<file path="src/rtl/ppb_pkg.sv">
`timescale 1ns/1ps
package ppb_pkg;
  // Source of the input sample events
  typedef enum logic [1:0] {
    RATE_OWN      = 2'd0,
    RATE_HALF     = 2'd1,
    RATE_QUARTER  = 2'd2,
    RATE_QUARTER2 = 2'd3
  } rate_sel_e;

  // Last count value of the shared-strobe divider for a rate select
  function automatic logic [1:0] rate_last(input logic [1:0] sel);
    return (sel == RATE_HALF) ? 2'd1 : 2'd3;
  endfunction
endpackage

</file>
<file path="src/rtl/ppb_strobe_sync.sv">
`timescale 1ns/1ps
// Multi-flop synchroniser with rising-edge pulse output.
module ppb_strobe_sync #(
  parameter int STAGES = 2
) (
  input  logic clk,
  input  logic rst,
  input  logic strobe,
  output logic rise
);
  logic [STAGES:0] chain;

  always_ff @(posedge clk) begin
    if (rst) begin
      chain <= '0;
      rise  <= 1'b0;
    end else begin
      chain <= {chain[STAGES-1:0], strobe};
      rise  <= chain[STAGES-1] & ~chain[STAGES];
    end
  end

  // a synchronised edge yields a single event cycle
  a_r2_single_event: assert property (@(posedge clk) disable iff (rst)
    rise |=> !rise);
endmodule

</file>
<file path="src/rtl/ppb_sdp_ram.sv">
`timescale 1ns/1ps
// Simple dual-port RAM, registered read, block-RAM friendly.
module ppb_sdp_ram #(
  parameter int DW    = 16,
  parameter int DEPTH = 32,
  localparam int AW   = $clog2(DEPTH)
) (
  input  logic          clk,
  input  logic          wr_en,
  input  logic [AW-1:0] wr_addr,
  input  logic [DW-1:0] wr_data,
  input  logic          rd_en,
  input  logic [AW-1:0] rd_addr,
  output logic [DW-1:0] rd_data
);
  logic [DW-1:0] mem [DEPTH];

  always_ff @(posedge clk) begin
    if (wr_en) mem[wr_addr] <= wr_data;
  end

  always_ff @(posedge clk) begin
    if (rd_en) rd_data <= mem[rd_addr];
  end
endmodule

</file>
<file path="src/rtl/ppb_load_ctrl.sv">
`timescale 1ns/1ps
// Workspace fill, block hand-over to the engine, and input rate selection.
// N_PTS must be a power of two; the workspace holds 2*N_PTS samples.
module ppb_load_ctrl
  import ppb_pkg::*;
#(
  parameter int DW    = 16,
  parameter int N_PTS = 16,
  localparam int AW   = $clog2(N_PTS),
  localparam int PW   = AW + 1,
  localparam int CW   = $clog2(N_PTS + 1)
) (
  input  logic          clk,
  input  logic          rst,
  input  logic          own_ev,
  input  logic          shared_ev,
  input  logic [1:0]    rate_sel,
  input  logic [AW-1:0] overlap,
  input  logic          in_en,
  input  logic [DW-1:0] in_data,
  output logic          in_rdy,
  output logic          eng_start,
  output logic [PW-1:0] eng_base,
  output logic          eng_wait,
  input  logic          eng_done,
  input  logic [AW-1:0] eng_rd_addr,
  output logic [DW-1:0] eng_rd_data
);
  logic          shared, div_hit, smp_ev;
  logic [1:0]    div_cnt;
  logic [CW-1:0] avail, hop;
  logic [PW-1:0] wr_ptr, next_base, rd_pos;
  logic          xf_act, full, accept, go;

  // Input rate: own strobe, or every 2nd/4th shared strobe edge
  assign shared  = (rate_sel != RATE_OWN);
  assign div_hit = shared_ev && (div_cnt >= rate_last(rate_sel));
  assign smp_ev  = shared ? div_hit : own_ev;

  always_ff @(posedge clk) begin
    if (rst)                     div_cnt <= '0;
    else if (shared && shared_ev) div_cnt <= div_hit ? 2'd0 : div_cnt + 2'd1;
  end

  // Fill and hand-over
  assign full   = (avail == CW'(N_PTS));
  assign accept = smp_ev & in_en & ~full;
  assign go     = full & ~xf_act;
  assign hop    = CW'(N_PTS) - CW'(overlap);

  always_ff @(posedge clk) begin
    if (rst) begin
      avail     <= '0;
      wr_ptr    <= '0;
      next_base <= '0;
      xf_act    <= 1'b0;
      eng_start <= 1'b0;
      eng_base  <= '0;
    end else begin
      eng_start <= go;
      if (accept) wr_ptr <= wr_ptr + 1'b1;
      if (go) begin
        avail     <= CW'(overlap);
        eng_base  <= next_base;
        next_base <= next_base + PW'(hop);
        xf_act    <= 1'b1;
      end else begin
        avail <= avail + CW'(accept);
        if (eng_done) xf_act <= 1'b0;
      end
    end
  end

  assign in_rdy   = ~full;
  assign eng_wait = full & xf_act;
  assign rd_pos   = eng_base + PW'(eng_rd_addr);

  ppb_sdp_ram #(.DW(DW), .DEPTH(2 * N_PTS)) ws_ram_i (
    .clk     (clk),
    .wr_en   (accept),
    .wr_addr (wr_ptr),
    .wr_data (in_data),
    .rd_en   (1'b1),
    .rd_addr (rd_pos),
    .rd_data (eng_rd_data)
  );

  // nothing is stored while the pending block is complete
  a_r3_hold_when_full: assert property (@(posedge clk) disable iff (rst)
    full |=> (wr_ptr == $past(wr_ptr)));
  // the fill count never passes one block
  a_r4_fill_bound: assert property (@(posedge clk) disable iff (rst)
    avail <= CW'(N_PTS));
  // start is a single-cycle pulse following a complete block
  a_r4_start_single: assert property (@(posedge clk) disable iff (rst)
    eng_start |=> !eng_start);
  a_r4_start_after_full: assert property (@(posedge clk) disable iff (rst)
    eng_start |-> $past(full));
  // no start while a transform is still running
  a_r5_no_start_busy: assert property (@(posedge clk) disable iff (rst)
    (xf_act && !eng_done) |=> !eng_start);
  // a shared-strobe sample restarts the divider count
  a_r7_div_restart: assert property (@(posedge clk) disable iff (rst)
    (shared && accept) |=> (div_cnt == 2'd0));
endmodule

</file>
<file path="src/rtl/ppb_dump_ctrl.sv">
`timescale 1ns/1ps
// Output store: written by the engine, drained on the output strobe.
module ppb_dump_ctrl #(
  parameter int DW    = 16,
  parameter int N_PTS = 16,
  localparam int AW   = $clog2(N_PTS)
) (
  input  logic          clk,
  input  logic          rst,
  input  logic          out_ev,
  input  logic          out_en,
  input  logic          res_we,
  input  logic [AW-1:0] res_addr,
  input  logic [DW-1:0] res_data,
  input  logic          eng_done,
  output logic [DW-1:0] out_data,
  output logic          out_avail,
  output logic          ob_free
);
  logic          ob_full, pull;
  logic [AW-1:0] rd_idx;

  assign pull = out_ev & out_en & ob_full;

  always_ff @(posedge clk) begin
    if (rst) begin
      ob_full <= 1'b0;
      rd_idx  <= '0;
    end else begin
      if (pull) rd_idx <= rd_idx + 1'b1;
      if (eng_done && !ob_full)                        ob_full <= 1'b1;
      else if (pull && rd_idx == AW'(N_PTS - 1))       ob_full <= 1'b0;
    end
  end

  assign out_avail = ob_full;
  assign ob_free   = ~ob_full;

  ppb_sdp_ram #(.DW(DW), .DEPTH(N_PTS)) ob_ram_i (
    .clk     (clk),
    .wr_en   (res_we),
    .wr_addr (res_addr),
    .wr_data (res_data),
    .rd_en   (pull),
    .rd_addr (rd_idx),
    .rd_data (out_data)
  );

  // the engine writes only into a free store
  a_r8_write_when_free: assert property (@(posedge clk) disable iff (rst)
    res_we |-> !ob_full);
  // drain position moves only on an enabled output edge
  a_r10_idle_no_advance: assert property (@(posedge clk) disable iff (rst)
    !(out_ev && out_en) |=> $stable(rd_idx));
  // the last drained word frees the store
  a_r9_last_frees: assert property (@(posedge clk) disable iff (rst)
    (pull && rd_idx == AW'(N_PTS - 1)) |=> !ob_full);
endmodule

</file>
<file path="src/rtl/ppb_xform_buf_ctrl.sv">
`timescale 1ns/1ps
// Top: strobe synchronisers, workspace loader and output drainer.
module ppb_xform_buf_ctrl #(
  parameter int DW          = 16,
  parameter int N_PTS       = 16,
  parameter int SYNC_STAGES = 2,
  localparam int AW         = $clog2(N_PTS),
  localparam int PW         = AW + 1
) (
  input  logic          clk,
  input  logic          rst,
  input  logic [1:0]    rate_sel,
  input  logic [AW-1:0] overlap,
  input  logic          in_stb,
  input  logic          in_en,
  input  logic [DW-1:0] in_data,
  output logic          in_rdy,
  input  logic          out_stb,
  input  logic          out_en,
  output logic [DW-1:0] out_data,
  output logic          out_avail,
  output logic          eng_start,
  output logic [PW-1:0] eng_base,
  output logic          eng_wait,
  input  logic          eng_done,
  input  logic [AW-1:0] eng_rd_addr,
  output logic [DW-1:0] eng_rd_data,
  input  logic          eng_res_we,
  input  logic [AW-1:0] eng_res_addr,
  input  logic [DW-1:0] eng_res_data,
  output logic          ob_free
);
  logic [1:0] stb_raw, stb_rise;
  assign stb_raw = {out_stb, in_stb};

  for (genvar gi = 0; gi < 2; gi++) begin : g_sync
    ppb_strobe_sync #(.STAGES(SYNC_STAGES)) sync_i (
      .clk    (clk),
      .rst    (rst),
      .strobe (stb_raw[gi]),
      .rise   (stb_rise[gi])
    );
  end

  ppb_load_ctrl #(.DW(DW), .N_PTS(N_PTS)) load_i (
    .clk         (clk),
    .rst         (rst),
    .own_ev      (stb_rise[0]),
    .shared_ev   (stb_rise[1]),
    .rate_sel    (rate_sel),
    .overlap     (overlap),
    .in_en       (in_en),
    .in_data     (in_data),
    .in_rdy      (in_rdy),
    .eng_start   (eng_start),
    .eng_base    (eng_base),
    .eng_wait    (eng_wait),
    .eng_done    (eng_done),
    .eng_rd_addr (eng_rd_addr),
    .eng_rd_data (eng_rd_data)
  );

  ppb_dump_ctrl #(.DW(DW), .N_PTS(N_PTS)) dump_i (
    .clk       (clk),
    .rst       (rst),
    .out_ev    (stb_rise[1]),
    .out_en    (out_en),
    .res_we    (eng_res_we),
    .res_addr  (eng_res_addr),
    .res_data  (eng_res_data),
    .eng_done  (eng_done),
    .out_data  (out_data),
    .out_avail (out_avail),
    .ob_free   (ob_free)
  );
endmodule

</file>
<file path="config.mk">
export PLATFORM = sky130hd
export DESIGN_NAME = ppb_xform_buf_ctrl
export DESIGN_NICKNAME = d
export VERILOG_FILES = /design/src/rtl/ppb_pkg.sv /design/src/rtl/ppb_strobe_sync.sv /design/src/rtl/ppb_sdp_ram.sv /design/src/rtl/ppb_load_ctrl.sv /design/src/rtl/ppb_dump_ctrl.sv /design/src/rtl/ppb_xform_buf_ctrl.sv
export SDC_FILE = /design/constraint.sdc
export NUM_CORES = 1
export LEC_CHECK = 0
export ABC_CLOCK_PERIOD_IN_PS = 3870
export BUFFER_PORTS_ARGS = -buffer_cell sky130_fd_sc_hd__buf_4
export CAP_MARGIN = 25
export CORE_MARGIN = 1
export CORE_UTILIZATION = 25
export CTS_CLUSTER_DIAMETER = 120
export DETAILED_ROUTE_END_ITERATION = 16
export PLACE_DENSITY_LB_ADDON = 0.15
export SETUP_SLACK_MARGIN = 0.15
export SYNTH_ARGS = -nofsm -noshare
export SYNTH_HDL_FRONTEND = slang
export SYNTH_HIERARCHICAL = 1
export SYNTH_SLANG_ARGS = --single-unit
export TNS_END_PERCENT = 1
</file>
<file path="constraint.sdc">
create_clock -name clk -period 3.87 [get_ports clk]
set_input_delay 0.387 -clock clk [delete_from_list [all_inputs] [get_ports clk]]
set_output_delay 0.387 -clock clk [all_outputs]
set_load 0.005 [all_outputs]
</file>
**Word-level counts from Yosys, hierarchy flattened**

Memory sizes are Yosys's and may differ from the RTL's. A register that Yosys moved wholly into a read port is not among the register bits.
Cells that the tools add are included.

- Memories: 2
- Bits in registers: 37
- Input bits: 54
- RAM bits: 768

- Magnitude comparators: 1
- Muxes and demuxes: 12
- Reductions and logical operators: 9
- Equality and inequality tests: 3
- Bitwise logic cells: 13
- $add $sub $neg: 7

Memory list:

| name | words | bits a word | read ports | clocked after memory_dff | wr ports | RTL line | source |
|---|---|---|---|---|---|---|---|
| load_i.ws_ram_i.mem | 32 | 16 | 1 | 1 | 1 | ppb_sdp_ram.sv:16 | `logic [DW-1:0] mem [DEPTH];` |
| dump_i.ob_ram_i.mem | 16 | 16 | 1 | 1 | 1 | ppb_sdp_ram.sv:16 |  |

Operators with widths:

| cell | number |
|---|---|
| $mux 1 | 9 |
| $and 1x1->1 | 8 |
| $reduce_bool 2->1 | 3 |
| $add 5x1->5 | 1 |
| $add 5x1->5 const B | 1 |
| $add 5x4->5 | 1 |
| $add 5x5->5 | 1 |
| $eq 5x5->1 const B | 1 |
| $not 1->1 | 5 |
| $sub 5x4->5 const A | 1 |
| $add 4x1->4 const B | 1 |
| $eq 4x4->1 const B | 1 |
| $logic_and 1x1->1 | 4 |
| $mux 2 | 2 |
| $mux 4 | 1 |
| $add 2x1->2 const B | 1 |
| $eq 2x1->1 const B | 1 |
| $ge 2x2->1 | 1 |
| $reduce_or 2->1 | 1 |
| $logic_not 1->1 | 1 |

**Logic depth before layout (Yosys ltp)**

Gate-level depths: netlist of the first run.

- Depth after elaboration: 9
- Gate-level depth with buffers: 14
- Mapped depth without buffers: 11

**Modules after synthesis**

The synthesis of the first run kept the hierarchy.

By module, submodules not included:

| module | seq. area each (um2) | cells each | area an instance (um2) | times used |
|---|---|---|---|---|
| ppb_sdp_ram at load_i.ws_ram_i | 15855.2 | 1143 | 20696.1 | 1 |
| ppb_sdp_ram at dump_i.ob_ram_i | 8167.8 | 432 | 10203.5 | 1 |
| ppb_load_ctrl | 480.5 | 156 | 1346.3 | 1 |
| ppb_strobe_sync | 80.1 | 8 | 111.4 | 2 |
| ppb_dump_ctrl | 100.1 | 22 | 212.7 | 1 |

**Worst setup path after synthesis of the first run**

Ideal clock, no wire load.

- Path kind: input -> register
- Start: input port rate_sel[0]
- End: memory load_i.ws_ram_i.mem[28][0], enable pin
- Data required time: 3.482 ns
- Buffers on the path: 1
- Stages on the path: 8
- Path slack: 0.806 ns
- Arrival: 2.675 ns
- Cell sequence: nor2b_1 > ha_1 > a21oi_1 > a2bb2oi_1 > nor2_1 > or3b_2 > clkbuf_1 > nor2_1

- Word-level cells in the longest chain between the ends: 9
- Elaborated cells on any way between the ends: 10
- Classes of those cells: 1 x order compare; 1 x eq/ne; 4 x mux; 2 x bitwise; 2 x reduce/logical

RTL lines:

| item | RTL line | source |
|---|---|---|
| start, declared | ppb_xform_buf_ctrl.sv:12 | `input logic [1:0] rate_sel,` |
| $eq 2x1->1 | ppb_pkg.sv:13 | `return (sel == RATE_HALF) ? 2'd1 : 2'd3;` |
| $mux 2 | ppb_pkg.sv:13 |  |
| $ge 2x2->1 | ppb_load_ctrl.sv:37 | `assign div_hit = shared_ev && (div_cnt >= rate_last(rate_sel));` |
| $logic_and 1x1->1 | ppb_load_ctrl.sv:37 |  |
| $mux 1 * | ppb_load_ctrl.sv:38 | `assign smp_ev = shared ? div_hit : own_ev;` |
| $and 1x1->1 * (2 in series) | ppb_load_ctrl.sv:47 | `assign accept = smp_ev & in_en & ~full;` |
| net load_i.accept | ppb_load_ctrl.sv:33 | `logic xf_act, full, accept, go;` |
| $mux 1 * | ppb_sdp_ram.sv:19 | `if (wr_en) mem[wr_addr] <= wr_data;` |
| $mux 1 (implied by the code) * | ppb_sdp_ram.sv:19 |  |
| end, declared | ppb_sdp_ram.sv:16 |  |

The timed path passes the listed nets; every way through them passes the cells marked *.

**Worst setup path in the final report of the first run**

- Start: register load_i.eng_base[0]
- End: register load_i.ws_ram_i.rd_data[8] (read register of load_i.ws_ram_i.mem), data pin

- Word-level cells in the longest chain between the ends: 1

RTL lines:

| item | RTL line | source |
|---|---|---|
| start, declared | ppb_load_ctrl.sv:23 | `output logic [PW-1:0] eng_base,` |
| start signal, assigned | ppb_load_ctrl.sv:64 | `eng_base <= next_base;` |
| $add 5x4->5 | ppb_load_ctrl.sv:76 | `assign rd_pos = eng_base + PW'(eng_rd_addr);` |
| net load_i.rd_pos[2] | ppb_load_ctrl.sv:32 | `logic [PW-1:0] wr_ptr, next_base, rd_pos;` |
| end, declared | ppb_sdp_ram.sv:14 | `output logic [DW-1:0] rd_data` |

The timed path passes the listed nets, and every way through them passes these cells.
A chain may end at the register's enable or synchronous reset.

==> qor.csv, run 1 <==
stage;metric;value;unit
status;status;completed;
finish;antennaDiodeCount;0;
synthesis;synth-simple-area-share;3.88;%
finish;final_common_cell;edfxtp_1;
die;die-height;364;um
cts;cts_tree;done;
placement;numPortBuffers;95;
cts;htree_levels;3;
sta;max-slew-margin-rel;41.5;%
synthesis;postSynth.asyncResetShare;0;%
drt;drtIter0Drc;1089;
drt;final_antenna_net_count;0;
worst_setup_path;required;4.27;ns
global_route;grt_pass1_vias;17500;
drt;wire_per_inst;22.2;um
sta;final_hold_viol_count;0;
global_route;grt_overflow_total;0;
drt;wirelength;84.5;mm
placement;dp_hpwl;52.4;mm
worst_setup_path;cpPeakStageDelay;0.40;ns
worst_setup_path;startpoint_type;flop;
drt;viasPerCell;4.36;
synthesis;synth_fa_ha_area_share;0.735;%
sta;hold_slack;0.101;ns
cts;cts.sinks;837;
synthesis;mappedNetlistArea;32700;um2
cts;clock_path_buffers;3;
worst_setup_path;crit_type;reg2reg;
synthesis;synth_top_family_by_area;multiplexers;
worst_setup_path;path_cells;ha_4, inv_1, fa_1, xnor2_1, buf_4, nor2b_4, buf_12, a22o_1, nor3_1, a31oi_1, nand3_1;
sta;slew_violations;0;
cts;clk_pin_slew;0.06;ns
die;die_w;364;um
pwr;leakage;13.0;nW
synthesis;synth_seq_area_share;75.8;%
worst_hold_path;min_path_type;in2reg;
pwr;total_power;19.0;mW
cts;numCtsBuffers;94;
synthesis;synth-edff-count;800;
sta;setup_viol;0;
flow_run;drv_cap;0;
drt;drc_errors;0;
sta;period_share;80.9;%
die;row_count;132;
pwr;peakVddDrop;321;uV
finish;area_growth_syn_to_layout;19.1;%
finish;mostFrequentLayoutCells;edfxtp_1, mux2i_1, buf_4;
global_route;grt_pass1_wl;123;mm
synthesis;postSynthCellCount;1769;
sta;tightest_slew;0.873;ns
finish;nets;2067;
synthesis;synth_flop_cell;edfxtp_1;
sta;finalSetupTns;0;ns
worst_setup_path;endpoint_kind;flop;
drt;num_vias;16600;
cts;cts-root-buf;clkbuf_16;
global_route;grt_usage;12.9;%
worst_hold_path;hold_depth;4;
synthesis;synth_compound_area_share;4.59;%
worst_setup_path;reg2reg_depth;11;
global_route;grt_start_max_net_pins;65;
synthesis;synthMuxAreaShare;12.5;%
synthesis;yosys_register_bits;837;
cts;clk_latency;0.68;ns
finish;drive_above_1_share;19.5;%
sta;rsz0062_at_grt;false;
worst_setup_path;worst_ep_arrival_time;3.53;ns
sta;fin_skew;0.0177;ns
pwr;power_density;488;nW/um2
sta;period_minus_slack;3.13;ns
synthesis;synth_xor_area_share;0.268;%
worst_setup_path;critPathSlowestCell;dfxtp_1;
synthesis;ys_types;51;
synthesis;synth.avg_cell_area;18.5;um2
global_route;antenna_found_initial;0;
sta;fmax;319;MHz
die;pin_count;96;
worst_setup_path;worstPathMaxFanout;27;
cts;cts_resized;0;
die;dieArea;132000;um2
die;start_util;25.2;%
die;core_area;130000;um2
placement;gp_congestion;0.731;
drt;firstDrtPassIters;5;
synthesis;ys_warn_count;6;
==> layer usage <==
metal  track usage (%)  vias up  wire length, um
li1                  -     7562                -
met3              2.17      108             3190
met5                 0        -                0
met1              16.9     8636            38000
met2              21.8      310            41800
met4              3.43        0             1550
==> sequential cells by signal, indices dropped and copies added, names as in the netlist <==
register	flops
load_i/eng_base	5
load_i/wr_ptr	5
load_i/div_cnt	2
g_sync.sync_i/chain	6
load_i/ws_ram_i/rd_data	16
load_i/avail	5
dump_i/out_avail	1
dump_i/rd_idx	4
dump_i/ob_ram_i/mem	256
load_i/ws_ram_i/mem	512
g_sync.sync_i/rise	2
load_i/next_base	5
load_i/xf_act	1
load_i/eng_start	1
dump_i/ob_ram_i/rd_data	16
==> worst paths after layout <==
path / from / slack (ns) / end
worst max-delay path: load_i/eng_base[0] / 0.74 / load_i/ws_ram_i/rd_data[8]
worst min-delay path: out_en / 0.10 / dump_i/rd_idx[2]
worst max register to register: load_i/eng_base[0] / 0.74 / load_i/ws_ram_i/rd_data[8]
worst min register to register: g_sync[0].sync_i/chain[2] / 0.40 / g_sync[0].sync_i/rise
==> per-stage QoR <==
stage	std cells	setup WS [ns]	area [um2]	util, %
2_1_floorplan	1784	0.806	32700	-
3_3_place_gp	3616	0.666	35900	27.7
3_5_place_dp	3618	0.663	35900	27.7
4_1_cts	3807	0.736	38900	30.0
5_1_grt	3807	0.579	38900	30.0
6_report	3807	0.740	38900	30.0
==> cells by family after synthesis <==
| group | after synthesis |
|---|---|
| adder cells (fa/ha/maj) | 18 |
| buffers and inverters | 107 |
| other | 1 |
| AO/OA/AOI/OAI | 216 |
| AND/OR/NAND/NOR | 257 |
| multiplexers | 323 |
| flip-flops | 837 |
| XOR/XNOR | 10 |
==> worst max-delay path: cells and delay by family (launching register included) <==
kind,cells,cell delay (ns)
DFF,1,0.40
buffers and inverters,3,0.48
xor gates and xnor gates,1,0.23
AOI/OAI and AO/OA,2,0.52
adders and majority gates,2,0.55
and+or+nand+nor,3,0.64
==> synthesized netlist by cell type, drive strengths merged, types with 2 or more instances <==
| library cell | number | area (um2) |
|---|---|---|
| edfxtp | 800 | 24000 |
| mux2i | 258 | 2580 |
| a22oi | 96 | 721 |
| buf | 70 | 606 |
| nand2 | 69 | 259 |
| mux4 | 64 | 1480 |
| nor2 | 62 | 240 |
| a21oi | 52 | 260 |
| nand3 | 39 | 200 |
| dfxtp | 37 | 741 |
| a22o | 32 | 280 |
| clkbuf | 23 | 86.3 |
| nor3 | 23 | 126 |
| nand4 | 19 | 119 |
| a31oi | 16 | 100 |
| ha | 16 | 200 |
| inv | 14 | 52.6 |
| nor2b | 12 | 75.1 |
| nand2b | 7 | 43.8 |
| nand3b | 7 | 52.6 |
| xnor2 | 7 | 61.3 |
| o21ai | 6 | 30.0 |
| or3 | 6 | 37.5 |
| a211oi | 4 | 30.0 |
| or3b | 4 | 35.0 |
| and2 | 3 | 18.8 |
| xor2 | 3 | 26.3 |
| a21o | 2 | 15.0 |
| fa | 2 | 40.0 |
| nor3b | 2 | 25.0 |
| o21bai | 2 | 15.0 |
| o31ai | 2 | 15.0 |
| or4 | 2 | 15.0 |
==> report_power, final <==
| part | internal [mW] | switching [mW] |
|---|---|---|
| sequential | 10.0 | 0.0326 |
| combinational | 0.274 | 0.485 |
| clock | 4.64 | 3.56 |
| total | 14.9 | 4.08 |
==> layout make-up <==
| type | count | area, um2 |
|---|---|---|
| well taps | 1742 | 2180 |
| fillers | 12800 | 90700 |
| flip-flops and latches | 837 | 24800 |
| inverters | 14 | 52.6 |
| multi-input cells | 840 | 7360 |
| clock buffers | 121 | 2470 |
| clock inverters | 45 | 313 |
| repair buffers | 208 | 1770 |
==> what timing repair did <==
action	CTS	global route
hold buffers	23	0
endpoints found under the hold margin	263	0
buffers inserted	0	0
Note: power is estimated with default switching activity, not from simulation.
==> inputs of run 2 (changes only) <==
--- a/config.mk
+++ b/config.mk
@@ -5,7 +5,7 @@
 export SDC_FILE = /design/constraint.sdc
 export NUM_CORES = 1
 export LEC_CHECK = 0
-export ABC_CLOCK_PERIOD_IN_PS = 3870
+export ABC_CLOCK_PERIOD_IN_PS = 2620
 export BUFFER_PORTS_ARGS = -buffer_cell sky130_fd_sc_hd__buf_4
 export CAP_MARGIN = 25
 export CORE_MARGIN = 1
==> constraint.sdc (replaced) <==
create_clock -name clk -period 2.62 [get_ports clk]
set_input_delay 0.262 -clock clk [delete_from_list [all_inputs] [get_ports clk]]
set_output_delay 0.262 -clock clk [all_outputs]
set_load 0.005 [all_outputs]
==> run 2 against run 1 <==
Register-to-register slack lost 0.68 ns. Count of clock-buffer cells in the layout grew 3. Largest power group unchanged. Cell count grew 2.6%. Core utilization grew 1.6 points. Sequential share of layout area shrank 3.1 points. Clock power grew 51%. Die area is the same. Flip-flop and latch count is the same. Critical path type unchanged. Global-route usage grew 0.94 points.
==> qor.csv, run 2 (synthesis gave the netlist of run 1 again) <==
stage;metric;value;unit;change
status;status;completed;;
placement;gp_congestion;0.752;;+2.8%
die;die-height;364;um;unchanged
cts;clock_path_buffers;3;;unchanged
drt;drtIter0Drc;1162;;+6.7%
worst_setup_path;path_delay_family;adder cells;;
drt;drc_errors;0;;unchanged
worst_setup_path;startpoint_type;flop;;
finish;postLayoutCoreUtil;31.6;%;+1.6 points
flow_run;drv_cap;0;;unchanged
sta;setup_viol;0;;unchanged
worst_setup_path;crit_buf_inv;5;;+2
die;row_count;132;;unchanged
worst_setup_path;endpoint_kind;flop;;
cts;clk_pin_slew;0.06;ns;about the same
drt;firstDrtPassIters;5;;unchanged
worst_setup_path;cpPeakStageDelay;0.55;ns;+0.15 ns
worst_setup_path;worst_ep_arrival_time;2.99;ns;-0.54 ns
cts;htree_levels;3;;unchanged
sta;finalSetupTns;0;ns;unchanged
sta;final_hold_viol_count;0;;unchanged
pwr;power_density;697;nW/um2;+43%
finish;nets;2158;;+4.4%
drt;final_antenna_net_count;0;;unchanged
worst_setup_path;critPathSlowestCell;fa_2;;
placement;dpl.cell_count;3678;;+1.7%
sta;fmax;390;MHz;+22%
worst_hold_path;min_to;load_i/ws_ram_i/mem[8][9];;
worst_setup_path;path_cells;ha_4, inv_2, fa_2, inv_2, buf_6, nor2_4, buf_12, buf_16, a22oi_1, nand3_1, nand3_1;;
finish;drive_above_1_share;24.8;%;+5.3 points
placement;dp_slack;-0.283;ns;-0.946 ns
cts;clk_latency;0.69;ns;about the same
sta;rsz0062_at_grt;true;;
finish;top_register;load_i/ws_ram_i/mem;;
drt;num_vias;17200;;+3.3%
worst_setup_path;r2r-start;load_i/eng_base[0];;
sta;max-slew-margin-rel;57.6;%;+16 points
sta;hold_slack;0.0507;ns;-0.0506 ns
placement;dp_hpwl;56.5;mm;+7.8%
pwr;total_power;28.5;mW;+50%
sta;finalWorstSetupSlack;0.0590;ns;-0.681 ns
finish;fin_cells;3906;;+2.6%
drt;viasPerCell;4.39;;+0.69%
worst_hold_path;hold_start;in_data[9];;
global_route;grt_pass1_wl;131;mm;+6.6%
placement;postPlaceCellArea;37100;um2;+3.4%
worst_setup_path;worstPathMaxFanout;16;;-41%
die;core_area;130000;um2;unchanged
worst_hold_path;hold_depth;1;;-3
global_route;grt_usage;13.8;%;+0.94 points
pwr;leakage;13.8;nW;+6.3%
finish;final_area;40900;um2;+5.2%
sta;slew_violations;0;;unchanged
drt;wirelength;91.1;mm;+7.7%
sta;period_minus_slack;2.56;ns;-0.569 ns
worst_setup_path;r2r_end;load_i/ws_ram_i/rd_data[10];;
global_route;grt_overflow_total;0;;unchanged
drt;wire_per_inst;23.3;um;+5.0%
global_route;antenna_found_initial;1;;+1
finish;antennaDiodeCount;0;;unchanged
worst_setup_path;crit_type;reg2reg;;
finish;mostFrequentLayoutCells;edfxtp_1, mux2i_1, buf_4;;
finish;area_growth_syn_to_layout;25.3;%;
placement;numPortBuffers;95;;unchanged
worst_hold_path;min_path_type;in2reg;;
global_route;grt_pass1_vias;18100;;+3.6%
finish;reg.largest.list;load_i/ws_ram_i/mem: 512 flops, dump_i/ob_ram_i/mem: 256 flops;;
worst_setup_path;required;3.05;ns;-1.22 ns
finish;final_common_cell;edfxtp_1;;
die;start_util;25.2;%;unchanged
pwr;peakVddDrop;498;uV;+55%
cts;numCtsBuffers;94;;unchanged
finish;largest_reg_flops;512;;unchanged
cts;cts_tree;done;;
cts;cts-root-buf;clkbuf_16;;
die;pin_count;96;;unchanged
cts;cts.sinks;837;;unchanged
worst_setup_path;reg2reg_depth;11;;unchanged
sta;fin_skew;0.0274;ns;+0.00976 ns
sta;tightest_slew;0.635;ns;-0.238 ns
global_route;grt_start_max_net_pins;68;;+4.6%
sta;period_share;97.7;%;+17 points
die;die_w;364;um;unchanged
worst_setup_path;r2r_slack;0.06;ns;-0.68 ns
die;dieArea;132000;um2;unchanged
-- run 2: cell types whose count changed in the layout (fill, tap and decap cells not counted), sizes merged --
cell         delta
buf            +73
bufbuf          +2
bufinv          +1
clkbuf          +4
clkinv          +1
clkinvlp        +2
dlygate4sd3    +15
inv             +1
-- run 2: per-layer routing --
layer | GRT usage, % | part of all wire [%] | routed length [um]
met5 | 0 | 0.014 | 13
met4 | 3.83 | 2.0 | 1860
met2 | 23.0 | 49 | 44400
met1 | 18.5 | 46 | 42000
met3 | 2.22 | 3.1 | 2810
-- run 2: layout make-up --
type	instances	area, um2
fillers	12700	88700
repair buffers	299	3390
multi-input cells	840	7690
flip-flops and latches	837	24800
inverters	14	52.6
clock inverters	50	367
clock buffers	124	2490
well taps	1742	2180
-- run 2: power by group --
group / internal [mW] / switching, mW / leakage [nW]
Sequential: 14.8 / 0.0549 / 7.51
Clock: 6.99 / 5.38 / 1.39
Combinational: 0.565 / 0.789 / 4.88
-- run 2: timing repair --
| action | 4_1_cts | 5_1_grt |
|---|---|---|
| gates resized for setup | 36 | 30 |
| pin swaps | 14 | 21 |
| setup buffers | 10 | 1 |
| cloned | 4 | 1 |
| hold buffers | 38 | 0 |
| endpoints found under the hold margin | 473 | 0 |
| endpoints found under the setup margin | 18 | 278 |
-- run 2: how the worst max path moves through the flow --
stage	startpoint	end	slack [ns]	cells after the start
6_report	load_i/eng_base[0]	load_i/ws_ram_i/rd_data[10]	0.06	11
2_1_floorplan	load_i/eng_base[0]	load_i/ws_ram_i/rd_data[10]	0.11	14
3_5_place_dp	load_i/eng_base[0]	load_i/ws_ram_i/rd_data[12]	-0.28	12
5_1_grt	load_i/eng_base[0]	load_i/ws_ram_i/rd_data[13]	-0.04	11
4_1_cts	load_i/eng_base[0]	load_i/ws_ram_i/rd_data[12]	0.02	12
3_3_place_gp	load_i/eng_base[0]	load_i/ws_ram_i/rd_data[8]	-0.29	12
